--- src/rtl/addr_gen.sv ---
module addr_gen (
  input  logic        clk,
  input  logic        rst_n,
  input  logic        start,
  input  logic [3:0]  mode,
  input  logic [7:0]  idx_x,
  input  logic [7:0]  idx_y,
  input  logic [15:0] pc_in,
  output logic [15:0] mem_addr,
  output logic        mem_rd,
  input  logic [7:0]  mem_rdata,
  output logic        busy,
  output logic        done,
  output logic [15:0] ea,
  output logic        page_pen,
  output logic [15:0] pc_out
);
  localparam logic [3:0] M_ABS   = 4'd0;
  localparam logic [3:0] M_ABSX  = 4'd1;
  localparam logic [3:0] M_ABSY  = 4'd2;
  localparam logic [3:0] M_ABSXI = 4'd4;
  localparam logic [3:0] M_ZP    = 4'd5;
  localparam logic [3:0] M_ZPX   = 4'd6;
  localparam logic [3:0] M_ZPY   = 4'd7;
  localparam logic [3:0] M_ZPI   = 4'd8;
  localparam logic [3:0] M_ZPXI  = 4'd9;
  localparam logic [3:0] M_ZPIY  = 4'd10;
  localparam logic [3:0] M_REL   = 4'd11;

  typedef enum logic [2:0] {S_IDLE, S_OPL, S_OPH, S_PTRL, S_PTRH, S_DONE} st_t;

  st_t         st;
  logic [3:0]  md;
  logic [7:0]  xr, yr, lo_r;
  logic [15:0] pc_r, ptr_r, ea_r;
  logic        pen_r;

  logic        long_op, zp_dir, zp_ptr;
  logic [7:0]  zidx, aidx, zsum, ptr_lo_inc;
  logic [15:0] pc_nx, word, abs_sum, rel_tgt, iy_sum, ptr_hi_addr;
  logic [8:0]  abs_lo, rel_lo, iy_lo;

  assign long_op     = (md <= M_ABSXI);
  assign zp_dir      = (md >= M_ZP)  && (md <= M_ZPY);
  assign zp_ptr      = (md >= M_ZPI) && (md <= M_ZPIY);
  assign zidx        = (md == M_ZPX || md == M_ZPXI) ? xr : (md == M_ZPY) ? yr : 8'h00;
  assign aidx        = (md == M_ABSX || md == M_ABSXI) ? xr : (md == M_ABSY) ? yr : 8'h00;
  assign zsum        = mem_rdata + zidx;
  assign pc_nx       = pc_r + 16'd1;
  assign word        = {mem_rdata, lo_r};
  assign abs_lo      = {1'b0, lo_r} + {1'b0, aidx};
  assign abs_sum     = word + {8'h00, aidx};
  assign rel_lo      = {1'b0, pc_nx[7:0]} + {1'b0, mem_rdata};
  assign rel_tgt     = pc_nx + {{8{mem_rdata[7]}}, mem_rdata};
  assign iy_lo       = {1'b0, lo_r} + {1'b0, yr};
  assign iy_sum      = word + {8'h00, yr};
  assign ptr_lo_inc  = ptr_r[7:0] + 8'd1;
  assign ptr_hi_addr = zp_ptr ? {8'h00, ptr_lo_inc} : ptr_r + 16'd1;

  assign busy     = (st == S_OPL) || (st == S_OPH) || (st == S_PTRL) || (st == S_PTRH);
  assign done     = (st == S_DONE);
  assign mem_rd   = busy;
  assign ea       = ea_r;
  assign page_pen = pen_r;
  assign pc_out   = pc_r;

  always_comb begin
    case (st)
      S_PTRL:  mem_addr = ptr_r;
      S_PTRH:  mem_addr = ptr_hi_addr;
      default: mem_addr = pc_r;
    endcase
  end

  always_ff @(posedge clk or negedge rst_n) begin
    if (!rst_n) begin
      st    <= S_IDLE;
      md    <= M_ABS;
      xr    <= 8'h00;
      yr    <= 8'h00;
      lo_r  <= 8'h00;
      pc_r  <= 16'h0000;
      ptr_r <= 16'h0000;
      ea_r  <= 16'h0000;
      pen_r <= 1'b0;
    end else begin
      case (st)
        S_IDLE, S_DONE: begin
          if (start) begin
            md   <= (mode > M_REL) ? M_ABS : mode;
            xr   <= idx_x;
            yr   <= idx_y;
            pc_r <= pc_in;
            st   <= S_OPL;
          end else begin
            st <= S_IDLE;
          end
        end
        S_OPL: begin
          lo_r <= mem_rdata;
          pc_r <= pc_nx;
          if (long_op) begin
            st <= S_OPH;
          end else if (zp_dir) begin
            ea_r  <= {8'h00, zsum};
            pen_r <= 1'b0;
            st    <= S_DONE;
          end else if (zp_ptr) begin
            ptr_r <= {8'h00, zsum};
            st    <= S_PTRL;
          end else begin
            ea_r  <= rel_tgt;
            pen_r <= rel_lo[8];
            st    <= S_DONE;
          end
        end
        S_OPH: begin
          pc_r <= pc_nx;
          if (md > M_ABSY) begin
            ptr_r <= abs_sum;
            st    <= S_PTRL;
          end else begin
            ea_r  <= abs_sum;
            pen_r <= abs_lo[8];
            st    <= S_DONE;
          end
        end
        S_PTRL: begin
          lo_r <= mem_rdata;
          st   <= S_PTRH;
        end
        S_PTRH: begin
          if (md == M_ZPIY) begin
            ea_r  <= iy_sum;
            pen_r <= iy_lo[8];
          end else begin
            ea_r  <= word;
            pen_r <= 1'b0;
          end
          st <= S_DONE;
        end
        default: st <= S_IDLE;
      endcase
    end
  end
endmodule

--- config.mk ---
export PLATFORM = sky130hd
export DESIGN_NAME = addr_gen
export DESIGN_NICKNAME = d
export VERILOG_FILES = /design/src/rtl/addr_gen.sv
export SDC_FILE = /design/constraint.sdc
export NUM_CORES = 1
export LEC_CHECK = 0
export BUFFER_PORTS_ARGS = -buffer_cell sky130_fd_sc_hd__buf_2
export CORE_MARGIN = 2
export CORE_UTILIZATION = 40
export DETAILED_ROUTE_END_ITERATION = 6
export GPL_TIMING_DRIVEN = 0
export HOLD_SLACK_MARGIN = 0.05
export PLACE_DENSITY = 0.61
export SLEW_MARGIN = 20
export SYNTH_ARGS = -nofsm -noshare
export SYNTH_HDL_FRONTEND = slang
export SYNTH_SLANG_ARGS = --single-unit
--- constraint.sdc ---
create_clock -name clk -period 3.2 [get_ports clk]
set_input_delay 0.48 -clock clk [delete_from_list [all_inputs] [get_ports clk]]
set_output_delay 0.48 -clock clk [all_outputs]
set_load 0.02 [all_outputs]
==> results of run 1 <==
## cell type report
cell class / count / area share
inverter: 18 / 0.00751
clock inverter: 4 / 0.00848
timing repair buffer: 125 / 0.0825
sequential: 80 / 0.224
tap: 229 / 0.0318
buffer: 48 / 0.0307
multi-input combinational: 776 / 0.588
clock buffer: 12 / 0.0274
## stage by stage
step | instance area [um2] | cells | hold WS, ns | setup slack (ns)
6_report | 9000 | 1292 | 0.0471 | -0.00801
5_1_grt | 9000 | 1292 | 0.0727 | -0.134
4_1_cts | 8710 | 1279 | 0.0636 | -0.0883
3_5_place_dp | 8150 | 1255 | 0.438 | -0.664
3_3_place_gp | 8120 | 1254 | 0.452 | -0.608
2_1_floorplan | 7340 | 927 | 0.184 | 0.0129
## sequential cells by signal (all words and copies together), names as in the netlist
register / flops
xr: 8
pc_out: 16
st: 3
yr: 8
md: 4
ptr_r: 16
ea: 16
lo_r: 8
page_pen: 1
## synth_stat cells, drive strengths merged, types with 5 or more instances
| cell type | instances | area, um2 |
|---|---|---|
| o21bai | 5 | 37.5 |
| nor3b | 7 | 57.6 |
| mux2 | 9 | 101 |
| nand2b | 10 | 62.6 |
| a211oi | 12 | 100 |
| xor2 | 12 | 105 |
| nor2b | 9 | 56.3 |
| nand4 | 14 | 87.6 |
| clkbuf | 24 | 90.1 |
| a311oi | 6 | 52.6 |
| o221a | 6 | 67.6 |
| nor3 | 17 | 85.1 |
| xnor2 | 33 | 289 |
| inv | 18 | 67.6 |
| nand2 | 157 | 597 |
| a41oi | 5 | 51.3 |
| dfrtp | 80 | 2000 |
| a22oi | 11 | 82.6 |
| a31oi | 20 | 125 |
| a21o | 16 | 120 |
| ha | 42 | 526 |
| mux2i | 16 | 160 |
| and4 | 7 | 61.3 |
| buf | 29 | 169 |
| nor4 | 6 | 43.8 |
| a221o | 10 | 100 |
| nor2 | 80 | 313 |
| nand3 | 30 | 150 |
| o211ai | 11 | 87.6 |
| and3 | 8 | 55.1 |
| and2 | 9 | 58.8 |
| o21ai | 72 | 360 |
| a21oi | 68 | 348 |
| nand3b | 7 | 56.3 |
## repair_timing
item,in CTS,in global routing
resized for setup,43,56
buffers inserted,11,14
pin swaps,21,33
endpoints found under the setup margin,29,28
gates cloned,0,1
## power by group through the flow
stage	clock, W	sequential (W)	combinational (W)
2_1_floorplan	0	0.00218	0.00460
3_3_place_gp	0	0.00213	0.00652
3_5_place_dp	0	0.00214	0.00658
4_1_cts	0.00116	0.00214	0.00689
5_1_grt	0.00122	0.00225	0.00799
6_report	0.00115	0.00218	0.00734
## cell families (layout without fill, tap and decap cells)
logic type | Yosys count | in the layout | synth area share
and+or+nand+nor | 374 | 374 | 0.244
muxes | 25 | 25 | 0.0357
DFF | 80 | 80 | 0.273
adders and majority gates | 46 | 46 | 0.0826
buffers and inverters | 71 | 207 | 0.0446
AOI/OAI and AO/OA | 286 | 286 | 0.266
xor gates and xnor gates | 45 | 45 | 0.0538
## worst max path at each step
stage,startpoint,endpoint,slack [ns],cells after the start
4_1_cts,md[0],ea[12],-0.09,16
6_report,md[1],ea[15],-0.008,14
3_3_place_gp,md[0],ea[11],-0.61,15
2_1_floorplan,md[0],ea[12],0.01,16
5_1_grt,md[0],ea[15],-0.13,14
3_5_place_dp,md[0],ea[11],-0.66,15
## metal layers
layer,up-vias,track usage
li1,3671,-
met1,3569,0.355
met2,331,0.399
met3,77,0.0444
met4,0,0.107
met5,-,0
==> out/results.tsv, run 1 <==
stage	metric	value	unit
setup_path	Worst Path Required	3.43	ns
detailed_routing	DR WL met2	11300	um
setup_path	CP max stage cell	dfrtp_1	
synthesis	ys flop type	dfrtp_1	
setup_path	crit-path max cell delay	0.38	ns
clocking	clock slew at reported path FFs	0.07	ns
layout	Multi-input gate area	0.00529	mm2
layout	area growth from synthesis to layout	22.7	%
setup_path	FF-to-FF path depth	14	
detailed_routing	DRT Wirelength	25300	um
clocking	Clk Latency, worst-skew pair	0.36	ns
timing	unrepaired setup endpoints after global routing	yes	
floorplanning	Core Rows	49	
detailed_routing	vias per cell	5.92	
detailed_routing	DRC viols	0	
timing	Setup violations, final	1	
setup_path	start of the worst register-to-register path	md[1]	
timing	Slew Viols, Final	0	
global_route	first-pass GRT wire length	39700	um
detailed_routing	wire per inst	19.6	um
timing	Worst-Margin Slew	0.871	ns
global_route	gr usage total	0.257	
power	PD cells	1190	mW/mm2
power	net switching power figure	0.00552	W
synthesis	Syn Area/Cell	7.91	um2
synthesis	Syn Inst Count	927	
power	clock power share	0.108	
setup_path	crit end category	flip-flop	
power	Pint	0.00514	W
flow_run	max cap viols	0	
synthesis	number of synthesized flops with an enable pin	0	
layout	Final Util	0.501	
synthesis	post-synthesis cell type count	79	
timing	min cycle time layout	3.21	ns
clocking	total clock buffers created by CTS	9	
setup_path	flop-to-flop setup slack	-0.008	ns
global_route	initial antenna violation count	0	
synthesis	asr flop ratio synth	1.00	
floorplanning	Die Ht	139	um
timing	fmax	312	MHz
synthesis	part of the Yosys area used for sequential elements	0.273	
power	static leakage	3.92	nW
clocking	H-tree depth	3	
global_route	pin count of the biggest net entering global routing	55	
synthesis	synth warn	0	
power	Combinational Power Share	0.688	
placement	post-DP HPWL	19400	um
power	Pwr Total	0.0107	W
detailed_routing	DRT met1 WL	11200	um
detailed_routing	WL met3	1800	um
synthesis	Seq cells post-synth	80	
floorplanning	Starting Density	0.408	
power	Sw Share	0.518	
clocking	CTS Buffer Depth	2	
worst_hold_path	Hold Path Class	in -> async	
clocking	CTS Root Buffer Type	clkbuf_16	
clocking	CTS Sinks	80	
synthesis	synthesized area	0.00733	mm2
setup_path	Crit path max-delay family	simple AND/OR/NAND/NOR gates	
setup_path	FF-to-FF End	ea[15]	
detailed_routing	vias	7648	
layout	commonest cells after routing, fill and taps aside	nand2_1, buf_2, dfrtp_1	
layout	Antenna Cells	0	
clocking	CTS tree	yes	
floorplanning	CORE AREA	0.0180	mm2
setup_path	Setup Crit Path Kind	reg -> reg	
run_status	failing checks	setup timing	
timing	period utilisation layout	1.00	
timing	relative slew slack	0.419	
setup_path	Crit path buffers/inverters	3	
power	Peak VDD IR	0.532	mV
run_status	status	complete, but fails checks	
clocking	CTS Hold Bufs	0	
floorplanning	Die Span X	139	um
layout	Seq. cell area	0.00201	mm2
timing	Setup TNS	-0.00801	ns
floorplanning	DIE AREA	0.0194	mm2
global_route	Congestion Overflow GR	0	
synthesis	Synth Net Count	1020	
power	part of the power in registers	0.204	
layout	layout cells sized above 1	0.250	
placement	routability cong.	0.958	
detailed_routing	DR top layer	met4	
timing	Worst Skew	0.0111	ns
setup_path	crit-path max FO	8	
detailed_routing	initial DRC count	481	
timing	Hold Fails Final Rpt	0	
setup_path	CP Launch Type	flip-flop	
timing	worst setup margin	-0.00801	ns
layout	number of fill cells	1791	
detailed_routing	router iterations before antenna repair	5	
floorplanning	I/O pins	99	
global_route	vias in the first global route	7150	
setup_path	chain of cells forming the critical path	buf_6, buf_12, nor2_4, and2_4, buf_4, a21oi_2, nor2_2, ha_1, a21oi_4, o211ai_2, and4_4, nor4_4, o311ai_2, o32a_1	
layout	Layout Nets	1151	
layout	commonest non-fill, non-tap cell in the layout	nand2_1	
detailed_routing	Final ANT Viol Nets	0	
placement	Buffers on Ports	98	
setup_path	Arr. time, crit path	3.44	ns
Note: power is estimated with default switching activity, not from simulation.
==> run 2, diff against run 1 <==
--- a/config.mk
+++ b/config.mk
@@ -11,7 +11,7 @@
 export DETAILED_ROUTE_END_ITERATION = 6
 export GPL_TIMING_DRIVEN = 0
 export HOLD_SLACK_MARGIN = 0.05
-export PLACE_DENSITY = 0.61
+export PLACE_DENSITY = 0.6
 export SLEW_MARGIN = 20
 export SYNTH_ARGS = -nofsm -noshare
 export SYNTH_HDL_FRONTEND = slang
==> constraint.sdc (replaced) <==
create_clock -name clk -period 2.7 [get_ports clk]
set_input_delay 0.405 -clock clk [delete_from_list [all_inputs] [get_ports clk]]
set_output_delay 0.405 -clock clk [all_outputs]
set_load 0.02 [all_outputs]
==> run 2 against run 1 <==
  * The flow still finishes with violations (setup timing)
  * Via count increased by 1.6%
  * Worst hold slack better by 0.19 ns
  * Sequential share of layout area is 0.95 points lower
  * Power increased by 24%
  * Combinational power increased by 26%
  * Wire length grew 3.8%
  * Worst setup slack worse by 0.53 ns
  * Highest routed layer unchanged
==> out/results.tsv, run 2 (same netlist as run 1, synthesis figures left out) <==
stage	metric	value	unit	change
timing	relative slew slack	0.367		was 0.419
layout	commonest non-fill, non-tap cell in the layout	nand2_1		unchanged
global_route	gr usage total	0.262		was 0.257
power	Combinational Power Share	0.698		was 0.688
layout	Layout Nets	1172		was 1,151
setup_path	crit-path max FO	7		was 8
timing	unrepaired setup endpoints after global routing	yes		unchanged
setup_path	Arr. time, crit path	3.46	ns	was 3.44 ns
placement	dpl ws	-0.936	ns	was -0.664 ns
layout	Final Util	0.524		was 0.501
clocking	CTS tree	yes		unchanged
worst_hold_path	Hold Path Sink	xr[1]		
detailed_routing	wire per inst	20.0	um	was 19.6 um
detailed_routing	Final ANT Viol Nets	0		unchanged
power	PD cells	1400	mW/mm2	was 1190 mW/mm2
placement	post-DP HPWL	19800	um	was 19,400 um
setup_path	flop-to-flop setup slack	-0.54	ns	was -0.008 ns
setup_path	Setup Crit Path Kind	reg -> reg		unchanged
global_route	initial antenna violation count	0		unchanged
worst_hold_path	WHS Path Cells	3		
floorplanning	CORE AREA	0.0180	mm2	unchanged
power	clock power share	0.106		was 0.108
layout	commonest cells after routing, fill and taps aside	nand2_1, buf_2, dfrtp_1		unchanged
timing	worst hold margin	0.236	ns	was 0.0471 ns
setup_path	chain of cells forming the critical path	buf_12, nor2b_4, buf_6, a22oi_2, nor2_1, a21oi_1, nor2_1, ha_2, fa_2, a211oi_4, o21bai_4, o211ai_1, xnor2_1, a211oi_2, a21oi_2		was buf_6, buf_12, nor2_4, and2_4, buf_4, a21oi_2, nor2_2, ha_1, a21oi_4, o211ai_2, and4_4, nor4_4, o311ai_2, o32a_1
setup_path	CP Launch Type	flip-flop		unchanged
setup_path	crit-path max cell delay	0.45	ns	was 0.38 ns
setup_path	FF-to-FF path depth	15		was 14
power	part of the power in registers	0.197		was 0.204
power	Sw Share	0.515		was 0.518
detailed_routing	router iterations before antenna repair	5		unchanged
global_route	first-pass GRT wire length	40100	um	was 39,700 um
floorplanning	I/O pins	99		unchanged
clocking	CTS Buffer Depth	2		unchanged
flow_run	max cap viols	0		unchanged
detailed_routing	vias per cell	5.92		about the same
clocking	clock slew at reported path FFs	0.07	ns	about the same
detailed_routing	vias	7773		was 7,648
power	static leakage	4.11	nW	was 3.92 nW
layout	Seq. cell area	0.00202	mm2	was 0.00201 mm2
placement	Buffers on Ports	98		unchanged
run_status	status	complete, but fails checks		unchanged
global_route	GR Util met2	0.419		was 0.399
floorplanning	Die Span X	139	um	unchanged
timing	Hold Fails Final Rpt	0		unchanged
timing	Slew Viols, Final	0		unchanged
global_route	grt met3 use	0.0306		was 0.0444
clocking	CTS Root Buffer Type	clkbuf_16		unchanged
placement	routability cong.	0.918		was 0.958
power	Peak VDD IR	0.607	mV	was 0.532 mV
worst_hold_path	Hold Path Class	in -> reg		was in -> async
timing	period utilisation layout	1.20		was 1.00
floorplanning	Core Rows	49		unchanged
setup_path	start of the worst register-to-register path	md[0]		was md[1]
clocking	total clock buffers created by CTS	9		unchanged
detailed_routing	DRT Wirelength	26300	um	was 25,300 um
setup_path	most used cell, CP	nor2_1		
layout	Final Non-Filler Cells	1313		was 1,292
floorplanning	Die Ht	139	um	unchanged
detailed_routing	initial DRC count	510		was 481
clocking	CTS Sinks	80		unchanged
timing	worst setup margin	-0.537	ns	was -0.00801 ns
placement	Placed Cells	1255		unchanged
timing	Worst Skew	0.00927	ns	was 0.0111 ns
global_route	busiest grt layer	met2		unchanged
layout	area growth from synthesis to layout	28.4	%	was 22.7%
clocking	Clk Latency, worst-skew pair	0.35	ns	was 0.36 ns
run_status	failing checks	setup timing		unchanged
timing	min cycle time layout	3.24	ns	was 3.21 ns
timing	Setup violations, final	23		was 1
global_route	pin count of the biggest net entering global routing	53		was 55
global_route	Congestion Overflow GR	0		unchanged
detailed_routing	DRC viols	0		unchanged
global_route	vias in the first global route	7142		was 7,150
clocking	H-tree depth	3		unchanged
worst_hold_path	worst min-delay path startpoint	idx_x[1]		
setup_path	crit end category	flip-flop		unchanged
power	Pint	0.00641	W	was 0.00514 W
setup_path	Worst Path Required	2.93	ns	was 3.43 ns
floorplanning	DIE AREA	0.0194	mm2	unchanged
global_route	met1 Use GR	0.365		was 0.355
layout	Antenna Cells	0		unchanged
timing	fmax	309	MHz	was 312 MHz
timing	Worst-Margin Slew	0.949	ns	was 0.871 ns
power	net switching power figure	0.00680	W	was 0.00552 W
setup_path	CP max stage cell	dfrtp_2		was dfrtp_1
layout	Multi-input gate area	0.00546	mm2	was 0.00529 mm2
setup_path	FF-to-FF End	ea[14]		was ea[15]
layout	layout cells sized above 1	0.295		was 0.250
floorplanning	Starting Density	0.408		unchanged
layout	number of fill cells	1758		was 1,791
run 2: cell count changes in the layout (fill, tap and decap cells not counted), sizes merged:
cell and change:
clkinv +1, inv -2, dlygate4sd3 +1, clkinvlp +1, clkbuf +1, buf +19
run 2: power groups by stage:
stage               logic, W  clock network [W]  registers (W)
floorplan            0.00554                  0        0.00260
global placement     0.00787                  0        0.00253
detailed placement   0.00791                  0        0.00255
CTS                  0.00862            0.00142        0.00254
global route          0.0100            0.00146        0.00268
finish               0.00922            0.00139        0.00260
run 2: critical path, delay by kind of cell (launching register included):
family          cells  cell delay [ns]
compound gates      7             1.34
fa+ha+maj           2             0.64
xor+xnor            1             0.13
buf+inv             2             0.26
simple gates        3             0.30
flops               1             0.45
run 2: worst max path at each step:
stage | start | endpoint | slack, ns | cells past startpoint
final | md[0] | ea[14] | -0.54 | 15
after global routing | md[0] | ea[12] | -0.65 | 15
after CTS | md[0] | ea[15] | -0.53 | 14
after detailed placement | md[2] | ea[11] | -0.94 | 13
after global placement | md[2] | ea[11] | -0.96 | 13
after floorplan | pc_out[2] | ea[12] | -0.31 | 13
run 2: final cells by class:
| class | count | share of cell area |
|---|---|---|
| buffer | 46 | 0.0324 |
| multi-input combinational | 776 | 0.580 |
| timing repair buffer | 148 | 0.0998 |
| clock buffer | 12 | 0.0272 |
| clock inverter | 4 | 0.00811 |
| tap | 229 | 0.0304 |
| sequential | 80 | 0.214 |
| inverter | 18 | 0.00758 |
run 2: timing repair:
action / CTS / global route
gates cloned: 0 / 1
endpoints found under the hold margin: 28 / 0
endpoints found under the setup margin: 44 / 38
setup buffers: 30 / 18
pin swaps: 50 / 27
hold buffers: 1 / 0
gates resized for setup: 92 / 53
run 2: routing by layer:
layer / up-vias / routed length [um]
met1: 3681 / 12000
met3: 58 / 1410
li1: 3733 / -
met4: 0 / 861
met5: - / 0
met2: 301 / 12000
run 2: per-stage QoR:
stage | area (um2) | setup TNS [ns] | total power [W]
after CTS | 9070 | -7.64 | 0.0126
after floorplan | 7400 | -3.00 | 0.00814
after global placement | 8180 | -15.20 | 0.0104
final | 9410 | -7.97 | 0.0132
after detailed placement | 8210 | -15.57 | 0.0105
after global routing | 9410 | -11.68 | 0.0141
